[config.mk]
export PLATFORM = sky130hd
export DESIGN_NAME = nlq_residual_quant
export DESIGN_NICKNAME = d
export VERILOG_FILES = /design/src/rtl/qnt_pkg.sv /design/src/rtl/qnt_err_limit.sv /design/src/rtl/qnt_recip_div.sv /design/src/rtl/qnt_mapper.sv /design/src/rtl/nlq_residual_quant.sv
export SDC_FILE = /design/constraint.sdc
export NUM_CORES = 2
export LEC_CHECK = 0
export CORE_ASPECT_RATIO = 1.25
export CORE_MARGIN = 8
export CORE_UTILIZATION = 40
export CTS_CLUSTER_DIAMETER = 100
export DETAILED_ROUTE_END_ITERATION = 12
export PLACE_DENSITY = 0.54
export SETUP_SLACK_MARGIN = 0.05
export SYNTH_ARGS = -nofsm -noshare
export SYNTH_HDL_FRONTEND = slang
export SYNTH_SLANG_ARGS = --single-unit
[constraint.sdc]
create_clock -name clk -period 31 [get_ports clk]
set_clock_uncertainty 0.05 [all_clocks]
set_input_delay 9.3 -clock clk [delete_from_list [all_inputs] [get_ports clk]]
set_output_delay 9.3 -clock clk [all_outputs]
set_load 0.05 [all_outputs]
[src/rtl/qnt_pkg.sv]
package qnt_pkg;

    typedef enum logic [1:0] {
        LIM_ABS  = 2'd0,
        LIM_REL  = 2'd1,
        LIM_BOTH = 2'd2,
        LIM_NONE = 2'd3
    } lim_mode_e;

    function automatic int imax(int a, int b);
        return (a > b) ? a : b;
    endfunction

    // Reciprocal of an odd divisor, scaled by 2^shift and rounded upward.
    function automatic logic [63:0] recip_up(int shift, int divisor);
        logic [63:0] scaled;
        scaled = 64'd1 << shift;
        return (scaled + 64'(divisor) - 64'd1) / 64'(divisor);
    endfunction

endpackage

[src/rtl/qnt_err_limit.sv]
module qnt_err_limit
    import qnt_pkg::*;
#(
    parameter int SAMP_W = 16,
    parameter int ABS_W  = 6,
    parameter int REL_W  = 6
) (
    input  lim_mode_e                              mode,
    input  logic [ABS_W-1:0]                       abs_lim,
    input  logic [REL_W-1:0]                       rel_lim,
    input  logic [SAMP_W-1:0]                      pred,
    output logic [imax(ABS_W, REL_W)-1:0]          m_out
);
    localparam int M_W    = imax(ABS_W, REL_W);
    localparam int PROD_W = REL_W + SAMP_W;

    logic [M_W-1:0] m_abs;
    logic [M_W-1:0] m_rel;

    always_comb begin
        m_abs = M_W'(abs_lim);
        m_rel = M_W'(REL_W'((PROD_W'(rel_lim) * PROD_W'(pred)) >> SAMP_W));
        unique case (mode)
            LIM_ABS:  m_out = m_abs;
            LIM_REL:  m_out = m_rel;
            LIM_BOTH: m_out = (m_abs < m_rel) ? m_abs : m_rel;
            default:  m_out = '0;
        endcase
    end

endmodule

[src/rtl/qnt_recip_div.sv]
module qnt_recip_div
    import qnt_pkg::*;
#(
    parameter int NUM_W = 17,
    parameter int M_W   = 6
) (
    input  logic [NUM_W-1:0] num,
    input  logic [M_W-1:0]   m,
    output logic [NUM_W-1:0] quo
);
    localparam int TBL_N  = (1 << M_W) - 1;
    localparam int SHIFT  = NUM_W + M_W + 1;
    localparam int RCP_W  = SHIFT;
    localparam int PROD_W = NUM_W + RCP_W;

    logic [RCP_W-1:0] rcp_tbl [0:TBL_N];
    logic [RCP_W-1:0] rcp;

    assign rcp_tbl[0] = '0;
    for (genvar k = 1; k <= TBL_N; k++) begin : g_tbl
        assign rcp_tbl[k] = RCP_W'(recip_up(SHIFT, 2 * k + 1));
    end

    always_comb begin
        rcp = rcp_tbl[m];
        if (m == '0) begin
            quo = num;
        end else begin
            quo = NUM_W'((PROD_W'(num) * PROD_W'(rcp)) >> SHIFT);
        end
    end

endmodule

[src/rtl/qnt_mapper.sv]
module qnt_mapper #(
    parameter int NUM_W = 17
) (
    input  logic signed [NUM_W-1:0] q,
    input  logic [NUM_W-1:0]        theta,
    input  logic                    pred_odd,
    output logic [NUM_W:0]          mapped
);
    logic [NUM_W-1:0] q_mag;
    logic             q_neg;
    logic             toward;

    always_comb begin
        q_neg  = q[NUM_W-1];
        q_mag  = q_neg ? NUM_W'(-q) : NUM_W'(q);
        toward = pred_odd ? (q_neg || (q == '0)) : !q_neg;
        if (q_mag > theta) begin
            mapped = {1'b0, q_mag} + {1'b0, theta};
        end else if (toward) begin
            mapped = {q_mag, 1'b0};
        end else begin
            mapped = {q_mag, 1'b0} - 1'b1;
        end
    end

endmodule

[src/rtl/nlq_residual_quant.sv]
module nlq_residual_quant
    import qnt_pkg::*;
#(
    parameter int SAMP_W = 16,
    parameter int ABS_W  = 6,
    parameter int REL_W  = 6
) (
    input  logic                     clk,
    input  logic                     rst,
    input  logic                     in_valid,
    output logic                     in_ready,
    input  logic [1:0]               in_mode,
    input  logic [ABS_W-1:0]         in_abs,
    input  logic [REL_W-1:0]         in_rel,
    input  logic [SAMP_W-1:0]        in_sample,
    input  logic [SAMP_W-1:0]        in_pred,
    output logic                     out_valid,
    input  logic                     out_ready,
    output logic signed [SAMP_W:0]   out_qidx,
    output logic [SAMP_W-1:0]        out_center,
    output logic [SAMP_W-1:0]        out_mapped
);
    localparam int M_W   = imax(ABS_W, REL_W);
    localparam int NUM_W = SAMP_W + 1;
    localparam int D_W   = M_W + 1;
    localparam int C_W   = NUM_W + D_W + 2;
    localparam int N_DIV = 3;
    localparam logic [SAMP_W-1:0] SMAX = '1;

    typedef struct packed {
        logic                    neg;
        logic [NUM_W-1:0]        num_q;
        logic [NUM_W-1:0]        num_lo;
        logic [NUM_W-1:0]        num_hi;
        logic [M_W-1:0]          m;
        logic [SAMP_W-1:0]       pred;
        logic [SAMP_W-1:0]       samp;
        logic signed [NUM_W-1:0] resid;
    } stage1_t;

    typedef struct packed {
        logic signed [NUM_W-1:0] q;
        logic [SAMP_W-1:0]       center;
        logic [SAMP_W-1:0]       mapped;
        logic [SAMP_W-1:0]       samp;
        logic [M_W-1:0]          m;
        logic signed [NUM_W-1:0] resid;
    } stage2_t;

    // ---------------- handshake ----------------
    logic s1_v, o_v;
    logic s1_ready, s2_ready;

    assign s2_ready  = !o_v || out_ready;
    assign s1_ready  = !s1_v || s2_ready;
    assign in_ready  = s1_ready;
    assign out_valid = o_v;

    always_ff @(posedge clk) begin
        if (rst) begin
            s1_v <= 1'b0;
            o_v  <= 1'b0;
        end else begin
            if (s1_ready) s1_v <= in_valid;
            if (s2_ready) o_v  <= s1_v;
        end
    end

    // ---------------- stage 0: residual and error limit ----------------
    lim_mode_e               mode_c;
    logic [M_W-1:0]          m_c;
    logic signed [NUM_W-1:0] resid_c;
    logic [NUM_W-1:0]        mag_c;
    stage1_t                 s1_n, s1_q;

    assign mode_c = lim_mode_e'(in_mode);

    qnt_err_limit #(
        .SAMP_W (SAMP_W),
        .ABS_W  (ABS_W),
        .REL_W  (REL_W)
    ) u_lim (
        .mode    (mode_c),
        .abs_lim (in_abs),
        .rel_lim (in_rel),
        .pred    (in_pred),
        .m_out   (m_c)
    );

    always_comb begin
        resid_c     = $signed({1'b0, in_sample}) - $signed({1'b0, in_pred});
        mag_c       = resid_c[NUM_W-1] ? NUM_W'(-resid_c) : NUM_W'(resid_c);
        s1_n.neg    = resid_c[NUM_W-1];
        s1_n.num_q  = mag_c + NUM_W'(m_c);
        s1_n.num_lo = NUM_W'(in_pred) + NUM_W'(m_c);
        s1_n.num_hi = NUM_W'(SMAX - in_pred) + NUM_W'(m_c);
        s1_n.m      = m_c;
        s1_n.pred   = in_pred;
        s1_n.samp   = in_sample;
        s1_n.resid  = resid_c;
    end

    always_ff @(posedge clk) begin
        if (s1_ready && in_valid) s1_q <= s1_n;
    end

    // ---------------- stage 1: reciprocal dividers ----------------
    logic [NUM_W-1:0] div_num [N_DIV];
    logic [NUM_W-1:0] div_quo [N_DIV];
    logic [D_W-1:0]   d_c;

    assign d_c        = {s1_q.m, 1'b1};
    assign div_num[0] = s1_q.num_q;
    assign div_num[1] = s1_q.num_lo;
    assign div_num[2] = s1_q.num_hi;

    for (genvar g = 0; g < N_DIV; g++) begin : g_div
        qnt_recip_div #(
            .NUM_W (NUM_W),
            .M_W   (M_W)
        ) u_div (
            .num (div_num[g]),
            .m   (s1_q.m),
            .quo (div_quo[g])
        );

        AST_DIV_EXACT: assert property (@(posedge clk) disable iff (rst)
            s1_v |-> ((32'(div_quo[g]) * 32'(d_c) <= 32'(div_num[g])) &&
                      (32'(div_num[g]) < (32'(div_quo[g]) + 32'd1) * 32'(d_c))));
    end

    // ---------------- stage 1: index, center, mapping ----------------
    logic signed [NUM_W-1:0] q_c;
    logic [NUM_W-1:0]        theta_c;
    logic signed [C_W-1:0]   ctr_raw;
    logic [SAMP_W-1:0]       ctr_c;
    logic [NUM_W:0]          map_wide;
    stage2_t                 s2_n, o_q;

    always_comb begin
        q_c     = s1_q.neg ? $signed(NUM_W'(-div_quo[0])) : $signed(div_quo[0]);
        theta_c = (div_quo[1] < div_quo[2]) ? div_quo[1] : div_quo[2];
        ctr_raw = $signed({{(C_W-SAMP_W){1'b0}}, s1_q.pred})
                + C_W'(q_c) * $signed({{(C_W-D_W){1'b0}}, d_c});
        if (ctr_raw < 0) begin
            ctr_c = '0;
        end else if (ctr_raw > $signed({{(C_W-SAMP_W){1'b0}}, SMAX})) begin
            ctr_c = SMAX;
        end else begin
            ctr_c = ctr_raw[SAMP_W-1:0];
        end
    end

    qnt_mapper #(
        .NUM_W (NUM_W)
    ) u_map (
        .q        (q_c),
        .theta    (theta_c),
        .pred_odd (s1_q.pred[0]),
        .mapped   (map_wide)
    );

    AST_MAP_FITS: assert property (@(posedge clk) disable iff (rst)
        s1_v |-> (map_wide[NUM_W:SAMP_W] == '0));

    always_comb begin
        s2_n.q      = q_c;
        s2_n.center = ctr_c;
        s2_n.mapped = map_wide[SAMP_W-1:0];
        s2_n.samp   = s1_q.samp;
        s2_n.m      = s1_q.m;
        s2_n.resid  = s1_q.resid;
    end

    always_ff @(posedge clk) begin
        if (s2_ready && s1_v) o_q <= s2_n;
    end

    assign out_qidx   = o_q.q;
    assign out_center = o_q.center;
    assign out_mapped = o_q.mapped;

    // ---------------- output-side properties ----------------
    logic [SAMP_W-1:0] err_mag;
    assign err_mag = (o_q.samp > o_q.center) ? (o_q.samp - o_q.center)
                                             : (o_q.center - o_q.samp);

    AST_OUT_HELD: assert property (@(posedge clk) disable iff (rst)
        (out_valid && !out_ready) |=> (out_valid && $stable(out_qidx) &&
                                       $stable(out_center) && $stable(out_mapped)));

    AST_ERR_BOUND: assert property (@(posedge clk) disable iff (rst)
        out_valid |-> (err_mag <= SAMP_W'(o_q.m)));

    AST_BYPASS_EXACT: assert property (@(posedge clk) disable iff (rst)
        (out_valid && (o_q.m == '0)) |-> (o_q.q == o_q.resid));

    AST_INDEX_SIGN: assert property (@(posedge clk) disable iff (rst)
        (out_valid && (o_q.q != '0)) |-> (o_q.q[NUM_W-1] == o_q.resid[NUM_W-1]));

endmodule

## Word level (Yosys, flattened, before mapping)

Memory sizes are Yosys's and may differ from the RTL's.
Index checks and enable logic that the tools add are counted.

| storage, ports and cells | value |
|---|---|
| bits in registers | 125 |
| bits in read-only memories | 1536 |
| output and inout port bits | 51 |
| logic and storage cells | 63 |
| memories | 1 |

Memory list:

| name | words | bits a word | rd ports | clocked after memory_dff | wr ports | line | text |
|---|---|---|---|---|---|---|---|
| (no name shown) | 64 | 24 | 1 | 0 | 0 | qnt_recip_div.sv:25 | `rcp = rcp_tbl[m];` |

| cells by class | value |
|---|---|
| $add $sub $neg | 11 |
| $mul | 5 |
| magnitude comparators | 6 |
| equality and inequality tests | 2 |
| muxes and demuxes | 15 |
| bitwise operators | 1 |
| reductions and logical operators | 11 |

Operator list:

| operator | number |
|---|---|
| 17-bit by 24-bit multiplier with 41-bit output | 3 |
| 17-bit two-way mux | 7 |
| 17-bit negator | 3 |
| 16-bit two-way mux | 3 |
| 24-bit two-way mux | 2 |
| 17-bit by 6-bit adder with 17-bit output | 2 |
| 17-bit by 25-bit adder with 26-bit output | 1 |
| 26-bit by 17-bit greater-than comparator with 1-bit output, second input constant | 1 |
| 26-bit by 1-bit < comparator with 1-bit output, second input constant | 1 |
| 17-bit by 8-bit multiplier with 25-bit output | 1 |
| 6-bit by 16-bit multiplier with 22-bit output | 1 |
| 6-bit case mux with 3 select lines | 1 |
| 16-bit by 6-bit adder with 17-bit output | 1 |
| 17-bit greater-than comparator | 1 |
| 17-bit logical NOT | 1 |
| 17-bit < comparator | 1 |
| 16-bit by 16-bit subtractor with 17-bit output | 1 |
| 16-bit by 16-bit subtractor with 17-bit output, first input constant | 1 |
| 16-bit adder | 1 |
| 16-bit by 1-bit subtractor with 16-bit output, second input constant | 1 |
| 7-bit greater-or-equal comparator, second input constant | 1 |
| 6-bit inverter with 7-bit output | 1 |
| 6-bit logical NOT | 1 |
| 6-bit < comparator | 1 |
| 8 further kinds | 13 |

## Longest topological paths before layout

| logic depth | value |
|---|---|
| depth in word-level cells | 13 |
| mapped depth | 73 |
| gate-level depth less buffers | 68 |

## Hierarchy

A second synthesis with hierarchy kept.

| unflattened totals | value |
|---|---|
| cells, all modules | 7317 |
| area total of the unflattened synthesis | 61338.8 µm² |

By module, submodules not included:

| module | instances | cells an instance | area each (µm²) |
|---|---|---|---|
| qnt_recip_div (g_div[0].u_div) | 1 | 1802 | 14554.0 |
| qnt_recip_div (g_div[1].u_div) | 1 | 1775 | 14388.8 |
| qnt_recip_div (g_div[2].u_div) | 1 | 1775 | 14383.8 |
| nlq_residual_quant | 1 | 1271 | 12617.1 |
| qnt_err_limit | 1 | 361 | 3094.2 |
| qnt_mapper | 1 | 333 | 2301.0 |

## Worst setup path after synthesis

No wires, ideal clock.

| timing | value |
|---|---|
| path type | input -> output |
| start point | input out_ready |
| end point | output in_ready |
| arrival | 9823 ps |
| required time | 21650 ps |
| path slack | 11827 ps |
| stages | 2 |
| path buffers | 0 |
| cells stage by stage | nor2b_1 nand2_1 |

| between the ends | value |
|---|---|
| cells in the longest elaborated chain, start to end | 2 |

Ends and longest elaborated chain:

| element | line | text |
|---|---|---|
| start: declaration | nlq_residual_quant.sv:18 | `input logic out_ready,` |
| 1-bit logical OR | nlq_residual_quant.sv:54 | `assign s2_ready = !o_v \|\| out_ready;` |
| 1-bit logical OR | nlq_residual_quant.sv:55 | `assign s1_ready = !s1_v \|\| s2_ready;` |
| end: declaration | nlq_residual_quant.sv:11 | `output logic in_ready,` |

Every way passes these cells.

## Final worst setup path

Same ends and word-level chain as after synthesis.

==> flow_results.xml <==
<?xml version="1.0" encoding="UTF-8"?>
<metrics>
  <group name="status">
    <metric name="result_of_the_run" unit="">complete, no violations</metric>
  </group>
  <group name="yosys">
    <metric name="yosys.cell_types.count" unit="">97</metric>
    <metric name="syn-cell-area" unit="µm²">54700</metric>
    <metric name="netlist_instances" unit="">6343</metric>
    <metric name="synth-seq-cells" unit="">125</metric>
    <metric name="ys_dominant_reg_cell" unit="">sky130_fd_sc_hd__edfxtp_1</metric>
    <metric name="ys.warnings.count" unit="">0</metric>
    <metric name="average_cell_area_after_synthesis" unit="µm²">8.63</metric>
    <metric name="ys_seq_area_share" unit="%">6.82</metric>
    <metric name="synth_enable_flop_cells" unit="">123</metric>
    <metric name="synthArstFlopShare" unit="%">0</metric>
    <metric name="synth.net_count" unit="">8036</metric>
  </group>
  <group name="routing">
    <metric name="dr.first_iter.drc_count" unit="">2114</metric>
    <metric name="count_of_antenna_violating_nets_left_after_detailed_routing" unit="">0</metric>
    <metric name="routed_wl" unit="mm">165</metric>
    <metric name="vias" unit="">42400</metric>
    <metric name="total_drc_errors_in_the_routed_layout" unit="">0</metric>
    <metric name="firstDrtPassIters" unit="">7</metric>
    <metric name="post_drt_wl_per_cell" unit="µm">20.5</metric>
    <metric name="detail_route.vias_per_cell" unit="">5.29</metric>
  </group>
  <group name="global_route">
    <metric name="grt-ovfl-total" unit="">0</metric>
    <metric name="maximum_number_of_pins_on_one_net_before_global_route_repair" unit="">93</metric>
    <metric name="antenna_found_initial" unit="">0</metric>
    <metric name="grt_pass1_vias" unit="">46500</metric>
    <metric name="track_usage" unit="%">22.5</metric>
    <metric name="grt_pass1_wl" unit="mm">265</metric>
  </group>
  <group name="timing">
    <metric name="tns" unit="ns">0</metric>
    <metric name="max_slew.worst_pin.slew" unit="ns">1.18</metric>
    <metric name="slew_viol_final" unit="">0</metric>
    <metric name="post-route-period-util" unit="%">65.1</metric>
    <metric name="maxSlewHeadroom" unit="%">20.3</metric>
    <metric name="layout_min_cycle_time" unit="ns">20.19</metric>
    <metric name="setup_slack" unit="ns">10.81</metric>
    <metric name="timing_hold_violations_final" unit="">0</metric>
    <metric name="count_of_final_setup_violators" unit="">0</metric>
    <metric name="timing.fmax" unit="MHz">49.5</metric>
    <metric name="rsz_0062_raised_after_global_routing" unit="">no</metric>
  </group>
  <group name="min_path">
    <metric name="hp-class" unit="">reg -&gt; reg</metric>
    <metric name="number_of_cells_on_the_worst_hold_path" unit="">2</metric>
  </group>
  <group name="worst_setup_path">
    <metric name="endpoint_kind_of_the_worst_setup_timing_path" unit="">output pin</metric>
    <metric name="timing.critical_path.max_delay_family" unit="">buffers and inverters</metric>
    <metric name="reg2reg_depth" unit="">59</metric>
    <metric name="crit_chain" unit="">clkdlybuf4s50_1 -&gt; nor2b_1 -&gt; nand2_1 -&gt; clkdlybuf4s50_1</metric>
    <metric name="critical_path.startpoint_type" unit="">input pin</metric>
    <metric name="worst-endpoint-arrival" unit="ns">10.84</metric>
    <metric name="critical_path_cell_count" unit="">4</metric>
    <metric name="timing.critical_path.buf_inv" unit="">2</metric>
    <metric name="slowest_stage_cell_cp" unit="">sky130_fd_sc_hd__clkdlybuf4s50_1</metric>
    <metric name="cp_data_required_time" unit="ns">21.65</metric>
    <metric name="critPathMostFrequentCell" unit="">sky130_fd_sc_hd__clkdlybuf4s50_1</metric>
    <metric name="setup.worst_path.class" unit="">in -&gt; out</metric>
    <metric name="worst_path_largest_cell_delay" unit="ns">0.72</metric>
    <metric name="crit_fanout" unit="">4</metric>
    <metric name="reg2reg_slack" unit="ns">13.41</metric>
  </group>
  <group name="cells_and_area">
    <metric name="final.fill_count" unit="">13700</metric>
    <metric name="layout_common_cells" unit="">sky130_fd_sc_hd__inv_1 (1362), sky130_fd_sc_hd__fa_1 (1099), sky130_fd_sc_hd__nand2_1 (1047)</metric>
    <metric name="synthToLayoutAreaGrowth" unit="%">6.74</metric>
    <metric name="stdcell_area" unit="µm²">58400</metric>
    <metric name="layout_commonest_cell" unit="">sky130_fd_sc_hd__inv_1</metric>
    <metric name="final_nets" unit="">7955</metric>
    <metric name="stdcell_count" unit="">8027</metric>
    <metric name="layout-drive-gt1-share" unit="%">3.75</metric>
  </group>
  <group name="die">
    <metric name="die_width" unit="µm">347</metric>
    <metric name="num_io_pins" unit="">101</metric>
    <metric name="dieArea" unit="µm²">149000</metric>
    <metric name="fp-row-count" unit="">151</metric>
    <metric name="start_util" unit="%">40.4</metric>
    <metric name="floorplan_core_area" unit="µm²">136000</metric>
    <metric name="die-height" unit="µm">430</metric>
  </group>
  <group name="clocking">
    <metric name="cts-htree-levels" unit="">4</metric>
    <metric name="post_cts.resized_instances" unit="">0</metric>
    <metric name="tritoncts" unit="">built</metric>
    <metric name="cts-root-buf" unit="">sky130_fd_sc_hd__clkbuf_16</metric>
    <metric name="cts_buffer_depth" unit="">3</metric>
    <metric name="number_of_buffers_created_by_cts" unit="">25</metric>
    <metric name="clkSlewWorstSetupHoldPaths" unit="ns">0.06</metric>
    <metric name="clock_sink_count" unit="">125</metric>
    <metric name="cts-hold-fix-buffers" unit="">0</metric>
    <metric name="skew_pair_late_insertion_delay" unit="ns">0.50</metric>
    <metric name="cts_post_setup_buffers_inserted" unit="">0</metric>
  </group>
  <group name="placement">
    <metric name="numPlacedInstances" unit="">7994</metric>
    <metric name="detailed_place.area" unit="µm²">57700</metric>
    <metric name="placer_congestion" unit="">0.882</metric>
    <metric name="place.port_buffers" unit="">100</metric>
    <metric name="pre_cts_worst_setup_slack" unit="ns">10.81</metric>
    <metric name="detailed_place_hpwl" unit="mm">124</metric>
  </group>
  <group name="flow_run">
    <metric name="drv.max_cap_violation_count" unit="">0</metric>
  </group>
</metrics>
==> path summary, 6_finish.rpt <==
path	endpoint	start
setup reg to reg	out_center[8]	d_c[1]
hold / removal	out_valid	s1_v
hold reg to reg	out_valid	s1_v
setup / recovery	in_ready	out_ready
==> metal layers <==
layer  wire [µm]  global-route usage [%]  part of all wire [%]  up-vias
met1       65700                    27.3                    40    21800
met4        6790                    8.14                   4.1        0
met3        7330                    1.89                   4.5      285
met2       84900                    41.4                    52     1111
li1            -                       -                     -    19200
met5           0                       0                     0        -
==> worst register-to-register path, delay by kind of cell (launching register included) <==
| family | cells | cell delay (ns) |
|---|---|---|
| xor+xnor | 1 | 0.38 |
| buf+inv | 16 | 3.25 |
| compound gates | 11 | 2.21 |
| mux | 5 | 1.92 |
| flops | 1 | 0.32 |
| fa+ha+maj | 14 | 6.60 |
| simple gates | 12 | 2.63 |
==> flip-flops by register name (all words and copies together) (netlist names) <==
signal,count
d_c,6
out_qidx,17
s1_q,17
out_valid,1
out_center,16
div_num,51
out_mapped,16
s1_v,1
==> final cells by class <==
cell class	instances	area [µm²]	area share, %
inverters	1374	5160	8.83
multi-input cells	4524	44800	76.7
clock inverters	4	42.5	0.0728
repair buffers	212	1840	3.15
well taps	1759	2200	3.77
clock buffers	27	633	1.08
diodes	2	5.00	0.00857
flip-flops and latches	125	3730	6.39
==> synthesized netlist by cell type (8+ instances only) <==
master	number	area (µm²)
sky130_fd_sc_hd__a211oi_1	24	180
sky130_fd_sc_hd__o21bai_1	41	308
sky130_fd_sc_hd__nand2b_1	25	156
sky130_fd_sc_hd__or2_2	10	62.6
sky130_fd_sc_hd__a21oi_1	197	986
sky130_fd_sc_hd__nor3b_1	8	60.1
sky130_fd_sc_hd__nor2_1	250	938
sky130_fd_sc_hd__mux4_2	8	180
sky130_fd_sc_hd__nor2b_1	20	125
sky130_fd_sc_hd__o22ai_1	9	56.3
sky130_fd_sc_hd__nand3_1	47	235
sky130_fd_sc_hd__a311oi_1	10	87.6
sky130_fd_sc_hd__mux2_2	9	101
sky130_fd_sc_hd__ha_1	544	6810
sky130_fd_sc_hd__a31oi_1	25	156
sky130_fd_sc_hd__or3_1	12	75.1
sky130_fd_sc_hd__o211ai_1	18	135
sky130_fd_sc_hd__o31ai_1	14	105
sky130_fd_sc_hd__buf_1	21	78.8
sky130_fd_sc_hd__a21o_1	56	420
sky130_fd_sc_hd__xnor2_1	127	1110
sky130_fd_sc_hd__and4_1	8	70.1
sky130_fd_sc_hd__o21ai_1	18	90.1
sky130_fd_sc_hd__and3_1	49	307
sky130_fd_sc_hd__nor4_1	18	113
sky130_fd_sc_hd__mux2i_1	43	430
sky130_fd_sc_hd__and2_1	378	2360
sky130_fd_sc_hd__nand4_1	16	100
sky130_fd_sc_hd__inv_1	1362	5110
sky130_fd_sc_hd__clkbuf_1	290	1090
sky130_fd_sc_hd__xor2_1	51	447
sky130_fd_sc_hd__o21a_1	16	120
sky130_fd_sc_hd__fa_1	1099	22000
sky130_fd_sc_hd__nand2_1	1049	3940
sky130_fd_sc_hd__nor3_1	69	345
sky130_fd_sc_hd__o21ai_0	115	576
sky130_fd_sc_hd__edfxtp_1	123	3690
==> cell families (layout without fill, tap and decap cells) <==
| group | after synthesis | after routing | share of synthesized area (%) |
|---|---|---|---|
| and+or+nand+nor | 1990 | 1990 | 16.8 |
| other | 0 | 2 | 0 |
| DFF | 125 | 125 | 6.82 |
| muxes | 62 | 62 | 1.36 |
| buffers and inverters | 1694 | 1617 | 11.7 |
| AOI/OAI and AO/OA | 646 | 646 | 7.75 |
| xor gates and xnor gates | 183 | 183 | 3.01 |
| adders and majority gates | 1643 | 1643 | 52.6 |
==> through the flow <==
step	utilization [%]	hold WS, ns
after floorplan	-	0.428
after global placement	42.6	0.479
after detailed placement	42.6	0.480
after CTS	43.1	0.491
after global routing	43.1	0.531
final	43.1	0.487
Power is not shown: default switching activity piles up to over one toggle a cycle in this logic, so the estimate is an artifact.
